==> config.mk <==
export PLATFORM = sky130hd
export DESIGN_NAME = hbd_halfband_decim
export DESIGN_NICKNAME = d
export VERILOG_FILES = /design/src/rtl/hbd_pkg.sv /design/src/rtl/hbd_burst_mem.sv /design/src/rtl/hbd_hist_buf.sv /design/src/rtl/hbd_sequencer.sv /design/src/rtl/hbd_mac.sv /design/src/rtl/hbd_halfband_decim.sv
export SDC_FILE = /design/constraint.sdc
export NUM_CORES = 2
export LEC_CHECK = 0
export BUFFER_PORTS_ARGS = -buffer_cell sky130_fd_sc_hd__buf_2
export CORE_MARGIN = 2
export CORE_UTILIZATION = 55
export CTS_CLUSTER_DIAMETER = 120
export DETAILED_ROUTE_END_ITERATION = 7
export PLACE_DENSITY = 0.71
export REMOVE_ABC_BUFFERS = 1
export SLEW_MARGIN = 40
export SYNTH_ARGS = -nofsm -noshare
export SYNTH_HDL_FRONTEND = slang
export SYNTH_SLANG_ARGS = --single-unit
==> constraint.sdc <==
create_clock -name clk -period 22.4 [get_ports clk]
set_input_delay 1.12 -clock clk [delete_from_list [all_inputs] [get_ports clk]]
set_output_delay 1.12 -clock clk [all_outputs]
set_load 0.01 [all_outputs]
==> src/rtl/hbd_pkg.sv <==
package hbd_pkg;
    localparam int SAMP_W       = 17;
    localparam int COEF_W       = 18;
    localparam int OUT_W        = 18;
    localparam int ACC_W        = 40;
    localparam int FLD_W        = 4;
    localparam int HIST_D       = 1 << FLD_W;
    localparam int SUM_W        = SAMP_W + 1;
    localparam int PROD_W       = SUM_W + COEF_W;
    localparam int CTRL_W       = 4 + 4 * FLD_W;
    localparam int SET_AW       = 8;
    localparam int SET_DW       = 32;
    localparam int CENTER_SHIFT = 16;
    localparam int ROUND_SHIFT  = 16;

    localparam logic [SET_AW-1:0] SET_COEF  = SET_AW'(124);
    localparam logic [SET_AW-1:0] SET_TABLE = SET_AW'(125);

    localparam logic signed [ACC_W-1:0] ACC_BIAS = ACC_W'(1) <<< (ROUND_SHIFT - 1);
    localparam logic signed [ACC_W-1:0] OUT_HI   = (ACC_W'(1) <<< (OUT_W - 1)) - ACC_W'(1);
    localparam logic signed [ACC_W-1:0] OUT_LO   = ~OUT_HI;

    // One program word; field order is the decoded bit layout.
    typedef struct packed {
        logic             emit;
        logic             accum;
        logic             load;
        logic             last;
        logic [FLD_W-1:0] even_sel;
        logic [FLD_W-1:0] odd_sel_a;
        logic [FLD_W-1:0] odd_sel_b;
        logic [FLD_W-1:0] coef_sel;
    } uword_t;

    // Operand bundle handed from the fetch stage to the MAC stage.
    typedef struct packed {
        logic                     valid;
        logic                     emit;
        logic                     accum;
        logic                     load;
        logic [SUM_W-1:0]         pair_sum;
        logic [COEF_W-1:0]        coef;
        logic [SAMP_W-1:0]        center;
    } mac_op_t;

    function automatic logic [OUT_W-1:0] round_sat(input logic signed [ACC_W-1:0] a);
        logic signed [ACC_W-1:0] shifted;
        shifted = (a + ACC_BIAS) >>> ROUND_SHIFT;
        if (shifted > OUT_HI)
            return OUT_HI[OUT_W-1:0];
        else if (shifted < OUT_LO)
            return OUT_LO[OUT_W-1:0];
        else
            return shifted[OUT_W-1:0];
    endfunction
endpackage

==> src/rtl/hbd_burst_mem.sv <==
// Run-time loaded store: consecutive-cycle writes on one settings address
// fill slots in ascending order; a quiet cycle rewinds the slot index.
module hbd_burst_mem
    import hbd_pkg::*;
#(
    parameter int                W      = COEF_W,
    parameter int                ADDR_W = FLD_W,
    parameter logic [SET_AW-1:0] KEY    = SET_COEF
) (
    input  logic              clk,
    input  logic              rst,
    input  logic              set_stb,
    input  logic [SET_AW-1:0] set_addr,
    input  logic [W-1:0]      wr_data,
    input  logic [ADDR_W-1:0] rd_sel,
    output logic [W-1:0]      rd_data
);
    localparam int DEPTH = 1 << ADDR_W;

    logic [W-1:0]      mem [DEPTH];
    logic [ADDR_W-1:0] slot;
    logic              hit;

    assign hit = set_stb && (set_addr == KEY) && !rst;

    always_ff @(posedge clk) begin
        if (rst)
            slot <= '0;
        else if (hit)
            slot <= slot + ADDR_W'(1);
        else
            slot <= '0;
    end

    always_ff @(posedge clk) begin
        if (hit)
            mem[slot] <= wr_data;
    end

    assign rd_data = mem[rd_sel];
endmodule

==> src/rtl/hbd_hist_buf.sv <==
// Circular sample history with NRD relative read ports.
module hbd_hist_buf
    import hbd_pkg::*;
#(
    parameter int W       = SAMP_W,
    parameter int DEPTH_W = FLD_W,
    parameter int NRD     = 1
) (
    input  logic                          clk,
    input  logic                          rst,
    input  logic                          wr_en,
    input  logic [W-1:0]                  wr_data,
    output logic [DEPTH_W-1:0]            wptr,
    input  logic [DEPTH_W-1:0]            base,
    input  logic [NRD-1:0][DEPTH_W-1:0]   rd_sel,
    output logic [NRD-1:0][W-1:0]         rd_data
);
    localparam int DEPTH = 1 << DEPTH_W;

    logic [W-1:0] mem [DEPTH];

    always_ff @(posedge clk) begin
        if (rst) begin
            wptr <= '0;
            for (int i = 0; i < DEPTH; i++)
                mem[i] <= '0;
        end else if (wr_en) begin
            mem[wptr] <= wr_data;
            wptr      <= wptr + DEPTH_W'(1);
        end
    end

    generate
        for (genvar r = 0; r < NRD; r++) begin : g_rd
            logic [DEPTH_W-1:0] idx;
            assign idx        = base - DEPTH_W'(1) - rd_sel[r];
            assign rd_data[r] = mem[idx];
        end
    endgenerate
endmodule

==> src/rtl/hbd_sequencer.sv <==
// Even/odd steering of input samples and the program counter.
module hbd_sequencer
    import hbd_pkg::*;
(
    input  logic             clk,
    input  logic             rst,
    input  logic             in_stb,
    input  logic [FLD_W-1:0] even_wptr,
    input  logic [FLD_W-1:0] odd_wptr,
    input  logic             word_last,
    output logic             even_wr,
    output logic             odd_wr,
    output logic             run,
    output logic [FLD_W-1:0] pc,
    output logic [FLD_W-1:0] even_base,
    output logic [FLD_W-1:0] odd_base
);
    logic odd_next;

    assign even_wr = in_stb && !odd_next;
    assign odd_wr  = in_stb &&  odd_next;

    always_ff @(posedge clk) begin
        if (rst) begin
            odd_next  <= 1'b0;
            run       <= 1'b0;
            pc        <= '0;
            even_base <= '0;
            odd_base  <= '0;
        end else begin
            if (in_stb)
                odd_next <= !odd_next;
            if (odd_wr) begin
                run       <= 1'b1;
                pc        <= '0;
                even_base <= even_wptr;
                odd_base  <= odd_wptr + FLD_W'(1);
            end else if (run) begin
                pc <= pc + FLD_W'(1);
                if (word_last)
                    run <= 1'b0;
            end
        end
    end
endmodule

==> src/rtl/hbd_mac.sv <==
// Pre-add register stage followed by multiply, accumulate and output rounding.
module hbd_mac
    import hbd_pkg::*;
(
    input  logic                     clk,
    input  logic                     rst,
    input  logic                     issue,
    input  uword_t                   word,
    input  logic signed [SAMP_W-1:0] even_smp,
    input  logic signed [SAMP_W-1:0] odd_a,
    input  logic signed [SAMP_W-1:0] odd_b,
    input  logic signed [COEF_W-1:0] coef,
    output logic                     out_stb,
    output logic [OUT_W-1:0]         out_sample
);
    mac_op_t                  op_q;
    logic signed [SUM_W-1:0]  ps;
    logic signed [COEF_W-1:0] cf;
    logic signed [SAMP_W-1:0] ctr;
    logic signed [PROD_W-1:0] prod;
    logic signed [ACC_W-1:0]  prod_ext;
    logic signed [ACC_W-1:0]  center_term;
    logic signed [ACC_W-1:0]  acc;

    always_ff @(posedge clk) begin
        if (rst) begin
            op_q <= '0;
        end else begin
            op_q.valid    <= issue;
            op_q.emit     <= issue && word.emit;
            op_q.accum    <= issue && word.accum;
            op_q.load     <= issue && word.load;
            op_q.pair_sum <= SUM_W'(odd_a) + SUM_W'(odd_b);
            op_q.coef     <= coef;
            op_q.center   <= even_smp;
        end
    end

    assign ps          = op_q.pair_sum;
    assign cf          = op_q.coef;
    assign ctr         = op_q.center;
    assign prod        = PROD_W'(ps) * PROD_W'(cf);
    assign prod_ext    = ACC_W'(prod);
    assign center_term = ACC_W'(ctr) <<< CENTER_SHIFT;

    always_ff @(posedge clk) begin
        if (rst) begin
            acc        <= '0;
            out_stb    <= 1'b0;
            out_sample <= '0;
        end else begin
            out_stb <= op_q.valid && op_q.emit;
            if (op_q.valid && op_q.emit)
                out_sample <= round_sat(acc);
            if (op_q.valid && op_q.load)
                acc <= prod_ext + center_term;
            else if (op_q.valid && op_q.accum)
                acc <= acc + prod_ext;
        end
    end
endmodule

==> src/rtl/hbd_halfband_decim.sv <==
module hbd_halfband_decim
    import hbd_pkg::*;
(
    input  logic              clk,
    input  logic              rst,
    input  logic              set_stb,
    input  logic [SET_AW-1:0] set_addr,
    input  logic [SET_DW-1:0] set_data,
    input  logic              in_stb,
    input  logic [SAMP_W-1:0] in_sample,
    output logic              out_stb,
    output logic [OUT_W-1:0]  out_sample
);
    logic                     even_wr;
    logic                     odd_wr;
    logic                     run;
    logic [FLD_W-1:0]         pc;
    logic [FLD_W-1:0]         even_wptr;
    logic [FLD_W-1:0]         odd_wptr;
    logic [FLD_W-1:0]         even_base;
    logic [FLD_W-1:0]         odd_base;
    logic [CTRL_W-1:0]        word_bits;
    uword_t                   cur_word;
    logic [COEF_W-1:0]        coef_val;
    logic [0:0][SAMP_W-1:0]   even_rd;
    logic [1:0][SAMP_W-1:0]   odd_rd;
    logic                     unused_hi;

    assign unused_hi = ^set_data[SET_DW-1:CTRL_W];
    assign cur_word  = uword_t'(word_bits);

    hbd_burst_mem #(.W(COEF_W), .ADDR_W(FLD_W), .KEY(SET_COEF)) u_coef (
        .clk(clk), .rst(rst), .set_stb(set_stb), .set_addr(set_addr),
        .wr_data(set_data[COEF_W-1:0]), .rd_sel(cur_word.coef_sel), .rd_data(coef_val)
    );

    hbd_burst_mem #(.W(CTRL_W), .ADDR_W(FLD_W), .KEY(SET_TABLE)) u_prog (
        .clk(clk), .rst(rst), .set_stb(set_stb), .set_addr(set_addr),
        .wr_data(set_data[CTRL_W-1:0]), .rd_sel(pc), .rd_data(word_bits)
    );

    hbd_sequencer u_seq (
        .clk(clk), .rst(rst), .in_stb(in_stb),
        .even_wptr(even_wptr), .odd_wptr(odd_wptr), .word_last(cur_word.last),
        .even_wr(even_wr), .odd_wr(odd_wr), .run(run), .pc(pc),
        .even_base(even_base), .odd_base(odd_base)
    );

    hbd_hist_buf #(.W(SAMP_W), .DEPTH_W(FLD_W), .NRD(1)) u_even (
        .clk(clk), .rst(rst), .wr_en(even_wr), .wr_data(in_sample),
        .wptr(even_wptr), .base(even_base), .rd_sel(cur_word.even_sel), .rd_data(even_rd)
    );

    hbd_hist_buf #(.W(SAMP_W), .DEPTH_W(FLD_W), .NRD(2)) u_odd (
        .clk(clk), .rst(rst), .wr_en(odd_wr), .wr_data(in_sample),
        .wptr(odd_wptr), .base(odd_base),
        .rd_sel({cur_word.odd_sel_a, cur_word.odd_sel_b}), .rd_data(odd_rd)
    );

    hbd_mac u_mac (
        .clk(clk), .rst(rst), .issue(run), .word(cur_word),
        .even_smp(even_rd[0]), .odd_a(odd_rd[1]), .odd_b(odd_rd[0]), .coef(coef_val),
        .out_stb(out_stb), .out_sample(out_sample)
    );
endmodule

Yosys cells after proc, flatten, opt, wreduce, memory -nomap -nowiden --
Memories as Yosys holds them, arrays and structs flattened. A register that Yosys moved wholly into a read port is not among the register bits. Index checks and enable logic that the tools add are counted.
Word-level totals: register bits 107, latch bits 0, RAM bits 1152, memory bits (read-only) 0, output and inout bits 19, memories kept 4
Memory list:
- u_prog.mem | words 16, width 20, rd ports 1, clocked after Yosys merged registers in 1, wr ports 1, RTL line hbd_burst_mem.sv:20 | logic [W-1:0] mem [DEPTH];
- u_coef.mem | words 16, width 18, rd ports 1, clocked after Yosys merged registers in 1, wr ports 1, RTL line hbd_burst_mem.sv:20
- u_even.mem | words 16, width 17, rd ports 1, clocked after Yosys merged registers in 1, wr ports 16, RTL line hbd_hist_buf.sv:20 | logic [W-1:0] mem [DEPTH];
- u_odd.mem | words 16, width 17, rd ports 2, clocked after Yosys merged registers in 0, wr ports 16, RTL line hbd_hist_buf.sv:20
Cells by class: $add $sub $neg 14, multiply operators 1, divide/modulo/power cells 0, magnitude comparators 2, eq/ne operators 2, shift-type cells 0, multiplexer cells 27, bitwise gates (word level) 2, reductions and logical operators 20
Operator list (count):
- 2-to-1 mux 40 bit | 2
- adder 40 x 17 -> 40 bit (second input constant) | 1
- adder 40 x 36 -> 40 bit | 1
- adder 36 x 33 -> 37 bit | 1
- multiplier 18 x 18 -> 36 bit | 1
- 2-to-1 mux 18 bit | 2
- 2-to-1 mux 17 bit | 2
- OR reduction 17 bit | 2
- > comparator 24 x 18 -> 1 bit (second input constant) | 1
- less-than comparator 24 x 18 -> 1 bit (second input constant) | 1
- adder 4 x 1 -> 4 bit (second input constant) | 5
- adder 17 x 17 -> 18 bit | 1
- 2-to-1 mux 1 bit | 17
- equality test 8 x 7 -> 1 bit (second input constant) | 2
- 2-to-1 mux 4 bit | 4
- logical AND 1 bit | 12
- subtractor 4 bit | 3
- subtractor 4 x 1 -> 4 bit (second input constant) | 2
- OR reduction 2 bit | 3
- logical NOT 1 bit | 2
- NOT 1 bit | 2
- nonzero test 2 bit | 1

Depth between registers and ports, before layout --
depth in word-level cells 7, gate-level depth with buffers 39, gate-level depth less buffers 37

Hierarchy --
Synthesis repeated with hierarchy kept, for this count alone.
Unflattened totals: cells, all modules 5254, area, all modules 72583.4 µm²
By module, submodules not included:
- hbd_mac | times used 1, cells each 2246, area an instance 19648.8 µm²
- hbd_hist_buf (u_odd) | times used 1, cells each 1048, area an instance 15642.5 µm²
- hbd_hist_buf (u_even) | times used 1, cells each 886, area an instance 13162.6 µm²
- hbd_burst_mem (u_prog) | times used 1, cells each 532, area an instance 12361.9 µm²
- hbd_burst_mem (u_coef) | times used 1, cells each 483, area an instance 11177.0 µm²
- hbd_sequencer | times used 1, cells each 59, area an instance 590.6 µm²

Worst setup path after synthesis --
No wires, ideal clock.
kind flip-flop to flip-flop, start point register u_mac.cf[9] (netlist name), end point register u_mac.acc[37], setup time 86 ps, arrival time 7800 ps, required time 22314 ps, path slack 14515 ps, cell stages (with the launch flop) 36, path buffers 2, path through dfxtp_1 clkbuf_1 clkbuf_1 nand2_1 fa_1 inv_1 fa_1 inv_1 fa_1 inv_1 fa_1 fa_1 inv_1 fa_1 inv_1 ha_1 o21a_1 o211ai_1 or3_1 o21ai_0 a21oi_1 a311o_1 o21ai_0 xor2_1 ha_1 a21o_1 a21o_1 a21o_1 a21oi_1 nor2b_1 o21ai_0 nand2b_1 a211oi_1 xnor2_1 nand2_1 a211oi_1
On the way: word-level cells in the longest chain between the ends 4, elaborated cells between the ends (all ways) 5, those cells by class add/sub (2); mul (1); mux (2)
RTL lines:
- multiplier 18 x 18 -> 36 bit (*) | RTL line hbd_mac.sv:42 | assign prod = PROD_W'(ps) * PROD_W'(cf);
- adder 40 x 36 -> 40 bit | RTL line hbd_mac.sv:58 | acc <= acc + prod_ext;
- 2-to-1 mux 40 bit | RTL line hbd_mac.sv:57 | else if (op_q.valid && op_q.accum)
- 2-to-1 mux 40 bit (*) | RTL line hbd_mac.sv:55 | if (op_q.valid && op_q.load)
- to (signal assigned) | RTL line hbd_mac.sv:56 | acc <= prod_ext + center_term;
- to (signal assigned) | RTL line hbd_mac.sv:58
- to (decl) | RTL line hbd_mac.sv:23 | logic signed [ACC_W-1:0] acc;
Every way passes the cells marked *; elsewhere a longest branch is shown, timed or not. The select of a mux whose other input is x is not followed. A chain may end at the register's enable or synchronous reset.

Worst setup path after layout --
start point register u_mac.op_q, in the netlist u_mac.ps[17], end point register u_mac.acc[38]
On the way: word-level cells in the longest chain between the ends 4, elaborated cells between the ends (all ways) 5, those cells by class add/sub (2); mul (1); mux (2)
RTL lines:
- from (decl) | RTL line hbd_mac.sv:16 | mac_op_t op_q;
- multiplier 18 x 18 -> 36 bit (*) | RTL line hbd_mac.sv:42
- adder 40 x 36 -> 40 bit | RTL line hbd_mac.sv:58
- 2-to-1 mux 40 bit | RTL line hbd_mac.sv:57
- 2-to-1 mux 40 bit (*) | RTL line hbd_mac.sv:55
Marks and branches as above.

==> impl_metrics.py <==
metrics = {
    "cts": {
        "cts_max_path_buffers": 3,
        "cts_tree": "built",
        "cts_htree_levels": 4,
        "cts-root-buf": "clkbuf_16",
        "cts_buffers": 135,
        "post-cts-setup-buffer-count": 0,
        "path_clk_slew_ns": 0.06,
        "clock_latency_ns": 0.77,
        "postCtsHoldBufs": 0,
        "cts_resized": 0,
        "clock_sinks": 1298,
    },
    "power_and_ir_drop": {
        "ir_drop_mv": 0.2972,
        "seqPwrFrac_pct": 23.0,
        "power.density_nw_per_um2": 153.7,
        "clockPowerShare_pct": 18.8,
        "power_leakage_nw": 29.56,
        "intPower_w": 0.006742,
        "p_switching_w": 0.005281,
        "pwr-share-comb_pct": 58.3,
        "p_sw_share_pct": 43.93,
    },
    "sta": {
        "drv_slew": 0,
        "finalSetupViolCount": 0,
        "finalCritPeriodShare_pct": 42.27,
        "rsz0062_at_grt": "no",
        "tns_ns": 0,
        "layout_setup_ws_ns": 12.93,
        "worst_pin_slew_ns": 0.8416,
        "fmax_mhz": 105.6,
        "finalHoldViolCount": 0,
        "min_period_ns": 9.468,
        "skew_ns": 0.05718,
        "slew_headroom_pct": 43.82,
    },
    "yosys": {
        "seq_area_frac_synth_pct": 52.61,
        "yosysWarningCount": 0,
        "avgSynthCellArea_um2": 13.98,
        "ys.flop_type": "edfxtp_1",
        "ys_ff_latch": 1298,
        "syn_inst": 5102,
        "syn_area_um2": 71310,
        "synth_cell_type_count": 73,
        "async_flop_share_pct": 0,
        "synth_edf_count": 1152,
    },
    "floorplanning": {
        "core-area_um2": 129200,
        "die-area_um2": 132600,
        "initial_utilization_pct": 55.21,
        "io_pins": 80,
        "die_h_um": 364.1,
        "num_rows": 132,
        "die_w_um": 364.1,
    },
    "drt": {
        "detail-route-antenna-nets": 0,
        "drt-total-wl_mm": 166.2,
        "wl_met2_mm": 82.53,
        "route.met3.wl_mm": 10.52,
        "met1_length_mm": 68.42,
        "avgViaCountPerCell": 5.930,
        "drc_errors": 0,
        "drt_iter0_markers": 3441,
        "vias": 41260,
        "wl_per_cell_um": 23.89,
        "routed.top_layer": "met5",
        "drt-pass1-iter-count": 5,
    },
    "placed_design": {
        "placed_cells": 6711,
        "pre_cts_slack_ns": 12.90,
        "dp_hpwl_mm": 105.2,
        "io_buffers": 67,
        "place.gp.congestion": 0.8646,
    },
    "final_layout": {
        "post-route-util_pct": 60.55,
        "area_growth_pct": 9.659,
        "final_cell_mix": "edfxtp_1 (1152), and2_1 (730), inv_1 (400), mux4_2 (362), fa_1 (332)",
        "final_common_cell": "edfxtp_1",
        "fin_nets": 5700,
        "stdcell_count": 6958,
        "drive_gt1_share_pct": 15.94,
    },
    "worst_setup_path": {
        "cp.required_ns": 23.03,
        "start_kind": "flop",
        "cp_max_fo": 18,
        "path_class": "reg2reg",
        "worst-r2r-setup-slack_ns": 12.93,
        "critPathArrivalTime_ns": 10.10,
        "end_kind": "flop",
        "cp_slowest_cell": "dfxtp_1",
        "max_stage_delay_ns": 0.74,
        "cp_common_cell": "fa_1",
    },
    "grt": {
        "antenna_found_initial": 9,
        "track_usage_pct": 25.62,
        "grt_pass1_vias": 42800,
        "grt_pass1_wl_mm": 254.6,
        "overflow": 0,
        "grt_start_max_net_pins": 73,
    },
    "outcome": {
        "status": "complete, no violations",
    },
    "worst_hold_path": {
        "hold_class": "reg2reg",
    },
    "job": {
        "maxCapViolCount": 0,
    },
}
-- final cells by class --
class / instances / area [um2]
fillers: 9807 / 50960
flip-flops and latches: 1298 / 37530
multi-input cells: 3103 / 31370
clock buffers: 181 / 3684
well taps: 1742 / 2180
inverters: 400 / 1501
repair buffers: 168 / 1115
clock inverters: 64 / 813.3
diodes: 2 / 5.005
-- cells in the mapped netlist, types with 3 or more instances --
| library cell | n | share of area (%) |
|---|---|---|
| or3_1 | 17 | 0.15 |
| buf_6 | 7 | 0.11 |
| nor2b_1 | 85 | 0.75 |
| xnor2_1 | 83 | 1.0 |
| a211o_1 | 3 | 0.037 |
| inv_1 | 400 | 2.1 |
| nor3b_1 | 5 | 0.053 |
| nor3_1 | 53 | 0.37 |
| buf_4 | 5 | 0.053 |
| xor2_1 | 53 | 0.65 |
| o211ai_1 | 9 | 0.095 |
| mux4_1 | 11 | 0.41 |
| a211oi_1 | 147 | 1.5 |
| o2111ai_1 | 3 | 0.037 |
| buf_1 | 33 | 0.17 |
| a31oi_1 | 8 | 0.070 |
| nor4_1 | 3 | 0.026 |
| a41oi_1 | 3 | 0.037 |
| nand3_1 | 28 | 0.20 |
| and3_1 | 16 | 0.14 |
| o21a_1 | 14 | 0.15 |
| buf_2 | 21 | 0.15 |
| mux2i_1 | 76 | 1.1 |
| nand2b_1 | 31 | 0.27 |
| a21oi_1 | 135 | 0.95 |
| clkbuf_1 | 234 | 1.2 |
| o21ai_0 | 49 | 0.34 |
| nand4_1 | 14 | 0.12 |
| edfxtp_1 | 1152 | 49 |
| dfxtp_1 | 146 | 4.1 |
| nand2_1 | 254 | 1.3 |
| and2_1 | 730 | 6.4 |
| o21bai_1 | 15 | 0.16 |
| a311oi_1 | 13 | 0.16 |
| a21boi_0 | 3 | 0.032 |
| a21o_1 | 57 | 0.60 |
| or2_2 | 35 | 0.31 |
| nor2_1 | 212 | 1.1 |
| nand3b_1 | 3 | 0.032 |
| mux4_2 | 365 | 12 |
| fa_1 | 335 | 9.4 |
| ha_1 | 198 | 3.5 |
-- per-stage QoR --
step           power (W)  instance area [um2]  hold WS, ns
4_1_cts          0.01205                78190       0.4601
6_report         0.01202                78200       0.4582
2_1_floorplan   0.007946                70070       0.4301
3_3_place_gp    0.009607                73630       0.4458
5_1_grt          0.01294                78190       0.4869
3_5_place_dp    0.009759                73690       0.4518
-- routing by layer --
metal | GRT usage, % | vias to the layer above
li1 | - | 18310
met1 | 34.92 | 21250
met2 | 42.79 | 1421
met3 | 3.765 | 273
met4 | 8.216 | 8
met5 | 0 | -
-- flip-flops by register name (all words and copies together), names as in the netlist, named ones only --
signal	count
u_mac.ps	18
u_mac.op_q	4
u_coef.slot	4
u_even.wptr	4
u_prog.mem	320
u_mac.out_sample	18
u_seq.even_base	4
u_mac.cf	18
u_seq.odd_next	1
u_odd.mem	272
u_even.mem	272
u_odd.wptr	4
u_mac.ctr	17
u_mac.out_stb	1
u_coef.mem	288
u_seq.pc	4
u_prog.slot	4
u_mac.acc	40
u_seq.run	1
-- worst paths after layout --
path                start             to  depth (start not counted)
max          u_mac.ps[17]  u_mac.acc[38]                         29
min          u_mac.acc[2]   u_mac.acc[2]                          2
max reg2reg  u_mac.ps[17]  u_mac.acc[38]                         29
min reg2reg  u_mac.acc[2]   u_mac.acc[2]                          2
-- worst max-delay path: cells and delay by family, from the launching register on --
family,cells,cell delay [ns]
AO/OA/AOI/OAI,11,2.11
XOR/XNOR,1,0.62
adder cells (fa/ha/maj),8,3.79
buffers and inverters,4,0.41
flip-flops,1,0.74
AND/OR/NAND/NOR,5,1.62
-- power by group through the flow --
stage / clock network (W) / logic (W) / registers (W)
6_report: 0.00226 / 0.00701 / 0.00276
5_1_grt: 0.00238 / 0.00779 / 0.00277
4_1_cts: 0.00229 / 0.00700 / 0.00276
3_5_place_dp: 0 / 0.00695 / 0.00281
3_3_place_gp: 0 / 0.00680 / 0.00281
2_1_floorplan: 0 / 0.00515 / 0.00279
-- cell families after synthesis --
family | after synthesis | share of synthesized area [%]
muxes | 452 | 13.00
AOI/OAI and AO/OA | 487 | 4.581
adders and majority gates | 533 | 12.88
xor gates and xnor gates | 139 | 1.749
and+or+nand+nor | 1492 | 11.34
DFF | 1298 | 52.61
buffers and inverters | 701 | 3.843
Note: power is estimated with default switching activity, not from simulation.
